===== config.mk =====
export PLATFORM = sky130hd
export DESIGN_NAME = pkt_coalesce
export DESIGN_NICKNAME = d
export VERILOG_FILES = /design/src/rtl/pkt_coalesce_pkg.sv /design/src/rtl/pkt_coalesce_dp.sv /design/src/rtl/pkt_coalesce_ctrl.sv /design/src/rtl/pkt_coalesce.sv
export SDC_FILE = /design/constraint.sdc
export NUM_CORES = 1
export LEC_CHECK = 0
export BUFFER_PORTS_ARGS = -buffer_cell sky130_fd_sc_hd__buf_2
export CAP_MARGIN = 20
export CORE_MARGIN = 3
export CORE_UTILIZATION = 40
export DETAILED_ROUTE_END_ITERATION = 6
export GPL_TIMING_DRIVEN = 0
export SLEW_MARGIN = 10
export SYNTH_ARGS = -nofsm -noshare
export SYNTH_HDL_FRONTEND = slang
export SYNTH_SLANG_ARGS = --single-unit
export TNS_END_PERCENT = 1

===== constraint.sdc =====
create_clock -name clk -period 7.2 [get_ports clk]
set_input_delay 0.36 -clock clk [delete_from_list [all_inputs] [get_ports clk]]
set_output_delay 0.36 -clock clk [all_outputs]
set_load 0.005 [all_outputs]

===== src/rtl/pkt_coalesce_pkg.sv =====
package pkt_coalesce_pkg;

  // register address width and map
  localparam int ADDR_W = 2;
  localparam logic [ADDR_W-1:0] ADDR_COUNT  = 2'd0;
  localparam logic [ADDR_W-1:0] ADDR_THRESH = 2'd1;
  localparam logic [ADDR_W-1:0] ADDR_BOUND  = 2'd2;
  localparam logic [ADDR_W-1:0] ADDR_STATUS = 2'd3;

  // strobes from control to datapath
  typedef struct packed {
    logic cntUp;
    logic cntDown;
    logic thrLoad;
    logic boundLoad;
    logic waitClear;
    logic waitStep;
  } dpCtrl_t;

endpackage


===== src/rtl/pkt_coalesce_dp.sv =====
module pkt_coalesce_dp
  import pkt_coalesce_pkg::*;
#(
  parameter int CNT_W   = 10,
  parameter int THR_W   = 8,
  parameter int BOUND_W = 10,
  parameter int DATA_W  = 32
) (
  input  logic               clk,
  input  logic               rstN,
  input  dpCtrl_t            ctl,
  input  logic [THR_W-1:0]   thrIn,
  input  logic [BOUND_W-1:0] boundIn,
  input  logic [ADDR_W-1:0]  rdAddr,
  input  logic               pend,
  output logic               cntZero,
  output logic               cntFull,
  output logic               thrHit,
  output logic               boundOff,
  output logic               waitDue,
  output logic [CNT_W-1:0]   countQ,
  output logic [THR_W-1:0]   thrQ,
  output logic [BOUND_W-1:0] boundQ,
  output logic [DATA_W-1:0]  rdData
);

  localparam int CMP_W = (CNT_W > THR_W) ? CNT_W : THR_W;
  localparam logic [CNT_W-1:0] CNT_MAX = {CNT_W{1'b1}};

  logic [CNT_W-1:0]   count;
  logic [THR_W-1:0]   thr;
  logic [BOUND_W-1:0] bound;
  logic [BOUND_W-1:0] waitCnt;
  logic [CMP_W-1:0]   cntExt;
  logic [CMP_W-1:0]   thrExt;
  logic [BOUND_W:0]   waitInc;

  // unserviced packet counter
  always_ff @(posedge clk) begin
    if (!rstN) begin
      count <= '0;
    end else if (ctl.cntUp) begin
      count <= count + 1'b1;
    end else if (ctl.cntDown) begin
      count <= count - 1'b1;
    end
  end

  // configuration registers
  always_ff @(posedge clk) begin
    if (!rstN) begin
      thr   <= '0;
      bound <= '0;
    end else begin
      if (ctl.thrLoad)   thr   <= thrIn;
      if (ctl.boundLoad) bound <= boundIn;
    end
  end

  // idle timer: counts ticks since the last reload
  always_ff @(posedge clk) begin
    if (!rstN) begin
      waitCnt <= '0;
    end else if (ctl.waitClear) begin
      waitCnt <= '0;
    end else if (ctl.waitStep) begin
      waitCnt <= waitCnt + 1'b1;
    end
  end

  assign cntExt   = CMP_W'(count);
  assign thrExt   = CMP_W'(thr);
  assign waitInc  = {1'b0, waitCnt} + 1'b1;

  assign cntZero  = (count == '0);
  assign cntFull  = (count == CNT_MAX);
  assign thrHit   = (thr != '0) && (cntExt >= thrExt);
  assign boundOff = (bound == '0);
  assign waitDue  = (waitInc >= {1'b0, bound});

  assign countQ = count;
  assign thrQ   = thr;
  assign boundQ = bound;

  // read multiplexer
  always_comb begin
    unique case (rdAddr)
      ADDR_COUNT:  rdData = DATA_W'(count);
      ADDR_THRESH: rdData = DATA_W'(thr);
      ADDR_BOUND:  rdData = DATA_W'(bound);
      default:     rdData = DATA_W'(pend);
    endcase
  end

endmodule


===== src/rtl/pkt_coalesce_ctrl.sv =====
module pkt_coalesce_ctrl
  import pkt_coalesce_pkg::*;
#(
  parameter int DATA_W = 32
) (
  input  logic              clk,
  input  logic              rstN,
  input  logic              pktDone,
  input  logic              msTick,
  input  logic              regWrEn,
  input  logic [ADDR_W-1:0] regAddr,
  input  logic [DATA_W-1:0] regWrData,
  input  logic              cntZero,
  input  logic              cntFull,
  input  logic              thrHit,
  input  logic              boundOff,
  input  logic              waitDue,
  output dpCtrl_t           ctl,
  output logic              pend
);

  localparam logic [DATA_W-1:0] DEC_CODE = DATA_W'(1);

  logic decReq;
  logic clrReq;
  logic armed;
  logic fire;
  logic pendSet;

  assign decReq = regWrEn && (regAddr == ADDR_COUNT) && (regWrData == DEC_CODE);
  assign clrReq = regWrEn && (regAddr == ADDR_STATUS) && regWrData[0];

  // timer may only advance while nothing is pending and packets wait
  assign armed = !pend && !cntZero && !boundOff;
  assign fire  = armed && msTick && !pktDone && waitDue;
  assign pendSet = thrHit || fire;

  always_comb begin
    ctl = '0;
    // simultaneous up and down cancel: neither strobe fires
    ctl.cntUp     = pktDone && !decReq && !cntFull;
    ctl.cntDown   = decReq && !pktDone && !cntZero;
    ctl.thrLoad   = regWrEn && (regAddr == ADDR_THRESH);
    ctl.boundLoad = regWrEn && (regAddr == ADDR_BOUND);
    ctl.waitClear = cntZero || pktDone || pend || boundOff || fire;
    ctl.waitStep  = armed && msTick && !pktDone;
  end

  // pending flag: set wins over write-one-to-clear
  always_ff @(posedge clk) begin
    if (!rstN) begin
      pend <= 1'b0;
    end else if (pendSet) begin
      pend <= 1'b1;
    end else if (clrReq) begin
      pend <= 1'b0;
    end
  end

endmodule


===== src/rtl/pkt_coalesce.sv =====
module pkt_coalesce
  import pkt_coalesce_pkg::*;
#(
  parameter int CNT_W   = 10,
  parameter int THR_W   = 8,
  parameter int BOUND_W = 10,
  parameter int DATA_W  = 32
) (
  input  logic              clk,
  input  logic              rstN,
  input  logic              pktDone,
  input  logic              msTick,
  input  logic              regWrEn,
  input  logic [ADDR_W-1:0] regAddr,
  input  logic [DATA_W-1:0] regWrData,
  output logic [DATA_W-1:0] regRdData,
  output logic              irqOut
);

  dpCtrl_t            ctl;
  logic               pend;
  logic               cntZero;
  logic               cntFull;
  logic               thrHit;
  logic               boundOff;
  logic               waitDue;
  logic [CNT_W-1:0]   cntVal;
  logic [THR_W-1:0]   thrVal;
  logic [BOUND_W-1:0] boundVal;

  pkt_coalesce_ctrl #(.DATA_W(DATA_W)) ctrl_i (
    .clk(clk), .rstN(rstN), .pktDone(pktDone), .msTick(msTick),
    .regWrEn(regWrEn), .regAddr(regAddr), .regWrData(regWrData),
    .cntZero(cntZero), .cntFull(cntFull), .thrHit(thrHit),
    .boundOff(boundOff), .waitDue(waitDue), .ctl(ctl), .pend(pend)
  );

  pkt_coalesce_dp #(
    .CNT_W(CNT_W), .THR_W(THR_W), .BOUND_W(BOUND_W), .DATA_W(DATA_W)
  ) dp_i (
    .clk(clk), .rstN(rstN), .ctl(ctl),
    .thrIn(regWrData[THR_W-1:0]), .boundIn(regWrData[BOUND_W-1:0]),
    .rdAddr(regAddr), .pend(pend),
    .cntZero(cntZero), .cntFull(cntFull), .thrHit(thrHit),
    .boundOff(boundOff), .waitDue(waitDue),
    .countQ(cntVal), .thrQ(thrVal), .boundQ(boundVal),
    .rdData(regRdData)
  );

  assign irqOut = pend;

endmodule


==> flow_metrics.env, run 1 <==
export IMPL_r2r_end="ctrl_i.pend"
export IMPL_via_count=2591
export IMPL_grt_max_degree=13
export IMPL_cts_resized=0
export IMPL_synth_edf_count=0
export IMPL_rr_startpoint="dp_i.waitCnt[0]"
export IMPL_clk_path_buf_depth=2
export IMPL_ys_seq_area_share_pct=26.98
export IMPL_synth_flop_cell="dfxtp_1"
export IMPL_min_delay_start="regWrData[8]"
export IMPL_numClockSinks=39
export IMPL_die_area_um2=8292
export IMPL_cp_arrival_ns=3.21
export IMPL_dieWidth_um=91.06
export IMPL_place_gp_congestion=0.8287
export IMPL_status="finished clean"
export IMPL_end_kind="register"
export IMPL_ctsHoldBuffers=0
export IMPL_ff2ff_path_depth=11
export IMPL_syn_area_per_cell_um2=8.364
export IMPL_finalCritPeriodShare_pct=42.43
export IMPL_synth_area_top_cells="dfxtp_1 27%, mux2i_1 12%, ha_1 12%"
export IMPL_p_comb_share_pct=26.8
export IMPL_p_sw_uw=194.0
export IMPL_drive_gt1_share_pct=20.05
export IMPL_drc=0
export IMPL_post_cts_setup_buffers=0
export IMPL_rrSetupSlack_ns=4.14
export IMPL_cts_root_buf="clkbuf_8"
export IMPL_required_ns=7.35
export IMPL_num_fill_cells=702
export IMPL_peakVddDrop_mv=0.09580
export IMPL_start_kind="register"
export IMPL_wl_mm=6.977
export IMPL_rsz0062_at_grt="no"
export IMPL_ios=72
export IMPL_ys_types=46
export IMPL_period_needed_ns=3.055
export IMPL_grt_usage_pct=17.47
export IMPL_drt_pass1_iter_count=4
export IMPL_yosys_area_top_type="dfxtp_1"
export IMPL_cap_violations=0
export IMPL_critPathMaxFanout=4
export IMPL_leakage_nw=1.721
export IMPL_maxSlewViolCount=0
export IMPL_core_area_um2=6907
export IMPL_grt_overflow=0
export IMPL_cts_made_buffers=5
export IMPL_holdPathStages=3
export IMPL_path_class="register to register"
export IMPL_yosysTopAreaCellShare_pct=26.98
export IMPL_worst_pin_slew_ns=0.7218
export IMPL_min_path_type="input port to register"
export IMPL_fin_nets=490
export IMPL_portBuffers=49
export IMPL_cts_tree="done"
export IMPL_p_sw_share_pct=29.88
export IMPL_drt_iter0_markers=115
export IMPL_placed_cell_area_um2=3338
export IMPL_synthTopCellsByCount="47 x nor2_1, 39 x dfxtp_1, 35 x mux2i_1"
export IMPL_clock_skew_ns=0.006037
export IMPL_synth_area_um2=2894
export IMPL_instances_no_fill=520
export IMPL_antennaDiodeCount=0
export IMPL_grt_pass1_vias=2441
export IMPL_whs_endpoint="dp_i.boundQ[8]"
export IMPL_h_tree_depth=2
export IMPL_slew_headroom_pct=51.88
export IMPL_internal_power_uw=455.3
export IMPL_grt_antenna_before_repair=0
export IMPL_dp_hpwl_mm=5.633
export IMPL_syn_inst=346
export IMPL_grt_pass1_wl_mm=11.89
export IMPL_path_clk_slew_ns=0.08
export IMPL_async_reset_ff_share_pct=0
export IMPL_hold_viol_final=0
export IMPL_initial_core_util_pct=41.90
export IMPL_postRouteAntennaNets=0
export IMPL_fp_dieH_um=91.06
export IMPL_dp_cells=512
export IMPL_tns_ns=0
export IMPL_seqPwrFrac_pct=39.2
export IMPL_synth_warnings=0
export IMPL_p_clk_share_pct=34.0
export IMPL_ys_ff_latch=39
export IMPL_synth_most_common_cell="nor2_1"
export IMPL_insertion_delay_ns=0.30
export IMPL_setup_violations=0
export IMPL_final_area_um2=3471
export IMPL_viasPerCell=4.983
export IMPL_wire_per_inst_um=13.42
export IMPL_fmaxAchievable_ghz=0.3273
export IMPL_placementRows=30
export IMPL_p_per_area_nw_per_um2=187.1
export IMPL_area_delta_synth_final_pct=19.93
## power groups by stage
| stage | clock [mW] | sequential [mW] | combinational [mW] |
|---|---|---|---|
| detailed placement | 0 | 0.259 | 0.174 |
| CTS | 0.227 | 0.255 | 0.175 |
| floorplan | 0 | 0.250 | 0.131 |
| finish | 0.221 | 0.254 | 0.174 |
| global placement | 0 | 0.259 | 0.170 |
| global route | 0.233 | 0.258 | 0.200 |
## cells in the final DEF, fill, tap and decap left out, types with 6 or more instances in the layout
cell	synthesis	final
inv_1	21	21
dfxtp_1	39	39
conb_1	1	22
nor2b_1	6	6
buf_4	23	23
mux2i_1	35	35
buf_2	2	51
nor2_1	47	47
xor2_1	14	14
and3_1	6	6
xnor2_1	11	11
ha_1	27	27
a21oi_1	9	9
nand2_1	25	25
nor4_1	12	12
o21ai_0	14	14
a21o_1	6	6
## worst max-delay path, stage by stage (launching register included)
cell and delay (ns):
dfxtp_1 0.40, ha_1 0.23, nand3_1 0.18, nor3_1 0.41, xor2_1 0.20, ha_1 0.26, a21o_1 0.16, a221o_1 0.33
a31oi_1 0.15, o21ai_1 0.11, a222oi_1 0.34, o22ai_1 0.14
## worst max path at each step
| stage | startpoint | end | slack (ns) | cells after the start |
|---|---|---|---|---|
| 6_report | dp_i.waitCnt[0] | ctrl_i.pend | 4.14 | 11 |
| 5_1_grt | dp_i.waitCnt[0] | ctrl_i.pend | 3.85 | 11 |
| 4_1_cts | dp_i.waitCnt[0] | ctrl_i.pend | 4.11 | 11 |
| 3_5_place_dp | regWrData[27] | dp_i.countQ[9] | 4.10 | 12 |
| 3_3_place_gp | regWrData[9] | dp_i.countQ[9] | 4.13 | 12 |
| 2_1_floorplan | dp_i.waitCnt[0] | ctrl_i.pend | 4.51 | 11 |
## cell families after synthesis
group | synth area share (%)
and+or+nand+nor | 19.59
buffers and inverters | 10.20
AOI/OAI and AO/OA | 10.29
DFF | 26.98
muxes | 12.88
adders and majority gates | 12.36
xor gates and xnor gates | 7.566
other | 0.1296
## per-layer routing
layer  vias up  track usage, %  wire (µm)
met5         -               0          0
met4         0           3.518         71
met3         6           2.734        327
met2        64           28.63       3240
met1      1196           24.30       3337
li1       1325               -          -
## final cells by class
cell class                 count  area (µm²)  area share (%)
buffer                        32       216.5           6.236
clock buffer                   6       72.57           2.091
clock inverter                 2       60.06           1.730
inverter                      21       78.83           2.271
multi-input combinational    275        1897           54.65
sequential                    39       780.7           22.49
tap                           96       120.1           3.461
timing repair buffer          49       245.2           7.066
## sequential cells by signal, indices dropped and copies added (netlist names)
| register | cells |
|---|---|
| ctrl_i.pend | 1 |
| dp_i.boundQ | 10 |
| dp_i.countQ | 10 |
| dp_i.thrQ | 8 |
| dp_i.waitCnt | 10 |
## stage by stage
step           hold WS, ns  setup WS (ns)  power [mW]  utilization [%]
6_report            0.3087          4.145      0.6493            50.25
5_1_grt             0.3378          3.850      0.6900            50.25
4_1_cts             0.3052          4.109      0.6566            50.25
3_5_place_dp        0.5222          4.104      0.4337            48.33
3_3_place_gp        0.5064          4.127      0.4296            48.33
2_1_floorplan       0.4850          4.506      0.3810                -
(Power assumes the default switching activity.)
==> run 2: changes to the inputs <==
--- a/config.mk
+++ b/config.mk
@@ -5,6 +5,7 @@
 export SDC_FILE = /design/constraint.sdc
 export NUM_CORES = 1
 export LEC_CHECK = 0
+export ABC_AREA = 1
 export BUFFER_PORTS_ARGS = -buffer_cell sky130_fd_sc_hd__buf_2
 export CAP_MARGIN = 20
 export CORE_MARGIN = 3
==> constraint.sdc (replaced) <==
create_clock -name clk -period 2.8 [get_ports clk]
set_input_delay 0.14 -clock clk [delete_from_list [all_inputs] [get_ports clk]]
set_output_delay 0.14 -clock clk [all_outputs]
set_load 0.005 [all_outputs]
==> run 2 against run 1 <==
Effect of this change:
- sequential cell count unchanged
- final cell count up 26%
- register-to-register slack worse by 3.8 ns
- sequential share of layout area down 1.5 points
- utilization down 0.51 points
- largest power group unchanged
==> flow_metrics.env, run 2 <==
export IMPL_async_reset_ff_share_pct=0
export IMPL_wire_per_inst_um=12.18
export IMPL_drive_gt1_share_pct=23.42
export IMPL_area_delta_synth_final_pct=16.66
export IMPL_ys_types=42
export IMPL_cap_violations=0
export IMPL_placementRows=31
export IMPL_maxSlewViolCount=0
export IMPL_synth_most_common_cell="nand2_1"
export IMPL_min_path_type="input port to register"
export IMPL_final_area_um2=3724
export IMPL_ios=72
export IMPL_clock_skew_ns=0.005525
export IMPL_dr_wl_met2_mm=3.143
export IMPL_routed_top_layer="met4"
export IMPL_required_ns=2.99
export IMPL_rsz0062_at_grt="no"
export IMPL_antennaDiodeCount=0
export IMPL_numClockSinks=39
export IMPL_setup_violations=0
export IMPL_grt_pass1_vias=2802
export IMPL_grt_usage_pct=18.48
export IMPL_met3_length_um=605
export IMPL_cts_resized=0
export IMPL_yosysTopAreaCellShare_pct=24.46
export IMPL_grt_pass1_wl_mm=13.26
export IMPL_grt_overflow=0
export IMPL_ff2ff_path_depth=13
export IMPL_path_class="register to register"
export IMPL_cp_common_cell="nand2_1"
export IMPL_layout_common_cells="91 x nand2_1, 61 x inv_1, 51 x nor2_1"
export IMPL_clk_path_buf_depth=2
export IMPL_synth_warnings=0
export IMPL_h_tree_depth=2
export IMPL_post_cts_setup_buffers=0
export IMPL_drt_iter0_markers=176
export IMPL_portBuffers=48
export IMPL_insertion_delay_ns=0.30
export IMPL_cp_arrival_ns=2.67
export IMPL_layout_commonest_cell="nand2_1"
export IMPL_leakage_nw=1.819
export IMPL_ctsHoldBuffers=0
export IMPL_rr_startpoint="dp_i.countQ[4]"
export IMPL_placed_cell_area_um2=3635
export IMPL_grt_antenna_before_repair=0
export IMPL_syn_inst=478
export IMPL_via_count=3055
export IMPL_postRouteAntennaNets=0
export IMPL_fp_dieH_um=95.33
export IMPL_syn_area_per_cell_um2=6.677
export IMPL_dieWidth_um=95.33
export IMPL_cts_made_buffers=5
export IMPL_whs_endpoint="dp_i.boundQ[9]"
export IMPL_crit_path_top_delay_cell="dfxtp_1"
export IMPL_finalCritPeriodShare_pct=88.57
export IMPL_hold_viol_final=0
export IMPL_dp_hpwl_mm=6.712
export IMPL_tns_ns=0
export IMPL_status="finished clean"
export IMPL_wl_met1_mm=4.133
export IMPL_core_area_um2=7486
export IMPL_synth_edf_count=0
export IMPL_synth_flop_cell="dfxtp_1"
export IMPL_slowest_delay_ns=0.48
export IMPL_synthTopCellsByCount="91 x nand2_1, 61 x inv_1, 51 x nor2_1"
export IMPL_fin_nets=621
export IMPL_crit_buf_inv=2
export IMPL_path_delay_family="simple AND/OR/NAND/NOR gates"
export IMPL_viasPerCell=4.671
export IMPL_initial_core_util_pct=42.64
export IMPL_synth_area_top_cells="dfxtp_1 24%, nand2_1 11%, ha_1 11%"
export IMPL_cts_tree="done"
export IMPL_peakVddDrop_mv=0.1732
export IMPL_drc=0
export IMPL_min_delay_start="regWrData[9]"
export IMPL_p_per_area_nw_per_um2=399.4
export IMPL_die_area_um2=9088
export IMPL_fmaxAchievable_ghz=0.4032
export IMPL_holdPathStages=3
export IMPL_start_kind="register"
export IMPL_end_kind="register"
export IMPL_place_gp_congestion=0.8702
export IMPL_r2r_end="dp_i.countQ[6]"
export IMPL_period_needed_ns=2.480
export IMPL_wl_mm=7.968
export IMPL_yosys_area_top_type="dfxtp_1"
export IMPL_drt_pass1_iter_count=4
export IMPL_cts_root_buf="clkbuf_8"
export IMPL_synth_area_um2=3192
export IMPL_ys_seq_area_share_pct=24.46
export IMPL_rrSetupSlack_ns=0.32
export IMPL_path_clk_slew_ns=0.08
export IMPL_path_cells="nand4_1, nor2_1, nand2_1, nand2_1, inv_2, nand2_4, inv_1, fa_1, o21ai_1, nand2_1, o21ai_0, xnor2_1, a21oi_1"
export IMPL_grt_max_degree=14
export IMPL_ys_ff_latch=39
export IMPL_critPathMaxFanout=12
-- run 2: changes by cell type in the layout (fill, tap and decap cells not counted), sizes merged, moves of 7 or more --
cell,previous run,this run
mux2i,35,0
o21ai,15,41
o221ai,0,7
nand3,5,12
nor2,47,66
inv,21,78
nor4,12,2
xnor2,11,3
nand2,25,99
a21oi,9,41
-- run 2: cell families after synthesis --
| logic type | after synthesis | share of synthesized area, % |
|---|---|---|
| simple gates | 189 | 27.17 |
| fa+ha+maj | 28 | 11.21 |
| flops | 39 | 24.46 |
| compound gates | 99 | 17.40 |
| other cells | 1 | 0.1175 |
| buf+inv | 109 | 15.84 |
| xor+xnor | 13 | 3.803 |
-- run 2: layout make-up --
type                            instances  area (µm²)
Fill cell                             796        3762
Timing Repair Buffer                   48       240.2
Sequential cell                        39       780.7
Clock inverter                          3       20.02
Tap cell                               99       123.9
Multi-Input combinational cell        351        1984
Clock buffer                            5       68.82
Inverter                               79       297.8
Buffer                                 30       207.7
-- run 2: how the worst max path moves through the flow --
| stage | startpoint | endpoint | slack (ns) | depth (start not counted) |
|---|---|---|---|---|
| final | dp_i.countQ[4] | dp_i.countQ[6] | 0.32 | 13 |
| after global placement | dp_i.waitCnt[0] | dp_i.waitCnt[5] | 0.31 | 16 |
| after CTS | dp_i.waitCnt[0] | dp_i.waitCnt[1] | 0.24 | 16 |
| after global routing | dp_i.waitCnt[0] | dp_i.waitCnt[7] | 0.06 | 17 |
| after floorplan | dp_i.waitCnt[0] | dp_i.waitCnt[0] | 0.58 | 16 |
| after detailed placement | regWrData[1] | dp_i.countQ[6] | 0.26 | 15 |
-- run 2: tightest hold or removal path, stage by stage --
cell and delay [ns]:
buf_2 0.09, o21ai_0 0.07, a21oi_1 0.11
-- run 2: power breakdown --
group | internal (mW) | total (mW) | switching, mW
clock network | 0.174 | 0.394 | 0.220
logic | 0.191 | 0.467 | 0.276
registers | 0.588 | 0.627 | 0.0386
total | 0.953 | 1.49 | 0.534
-- run 2: layer usage --
layer / vias up / GRT usage [%]
met5: - / 0
met4: 0 / 3.846
met3: 8 / 3.236
met2: 95 / 27.99
met1: 1309 / 27.29
li1: 1643 / -
-- run 2: metrics by stage --
step                instances  utilization, %  hold slack [ns]  worst slack, ns  total power, mW
floorplan                 499               -           0.3051           0.5818           0.9681
global placement          646           48.55           0.4541           0.3079            1.094
detailed placement        646           48.55           0.4570           0.2620            1.104
CTS                       654           49.74           0.1428           0.2395            1.498
global route              654           49.74           0.1579          0.06286            1.596
finish                    654           49.74           0.1457           0.3201            1.487
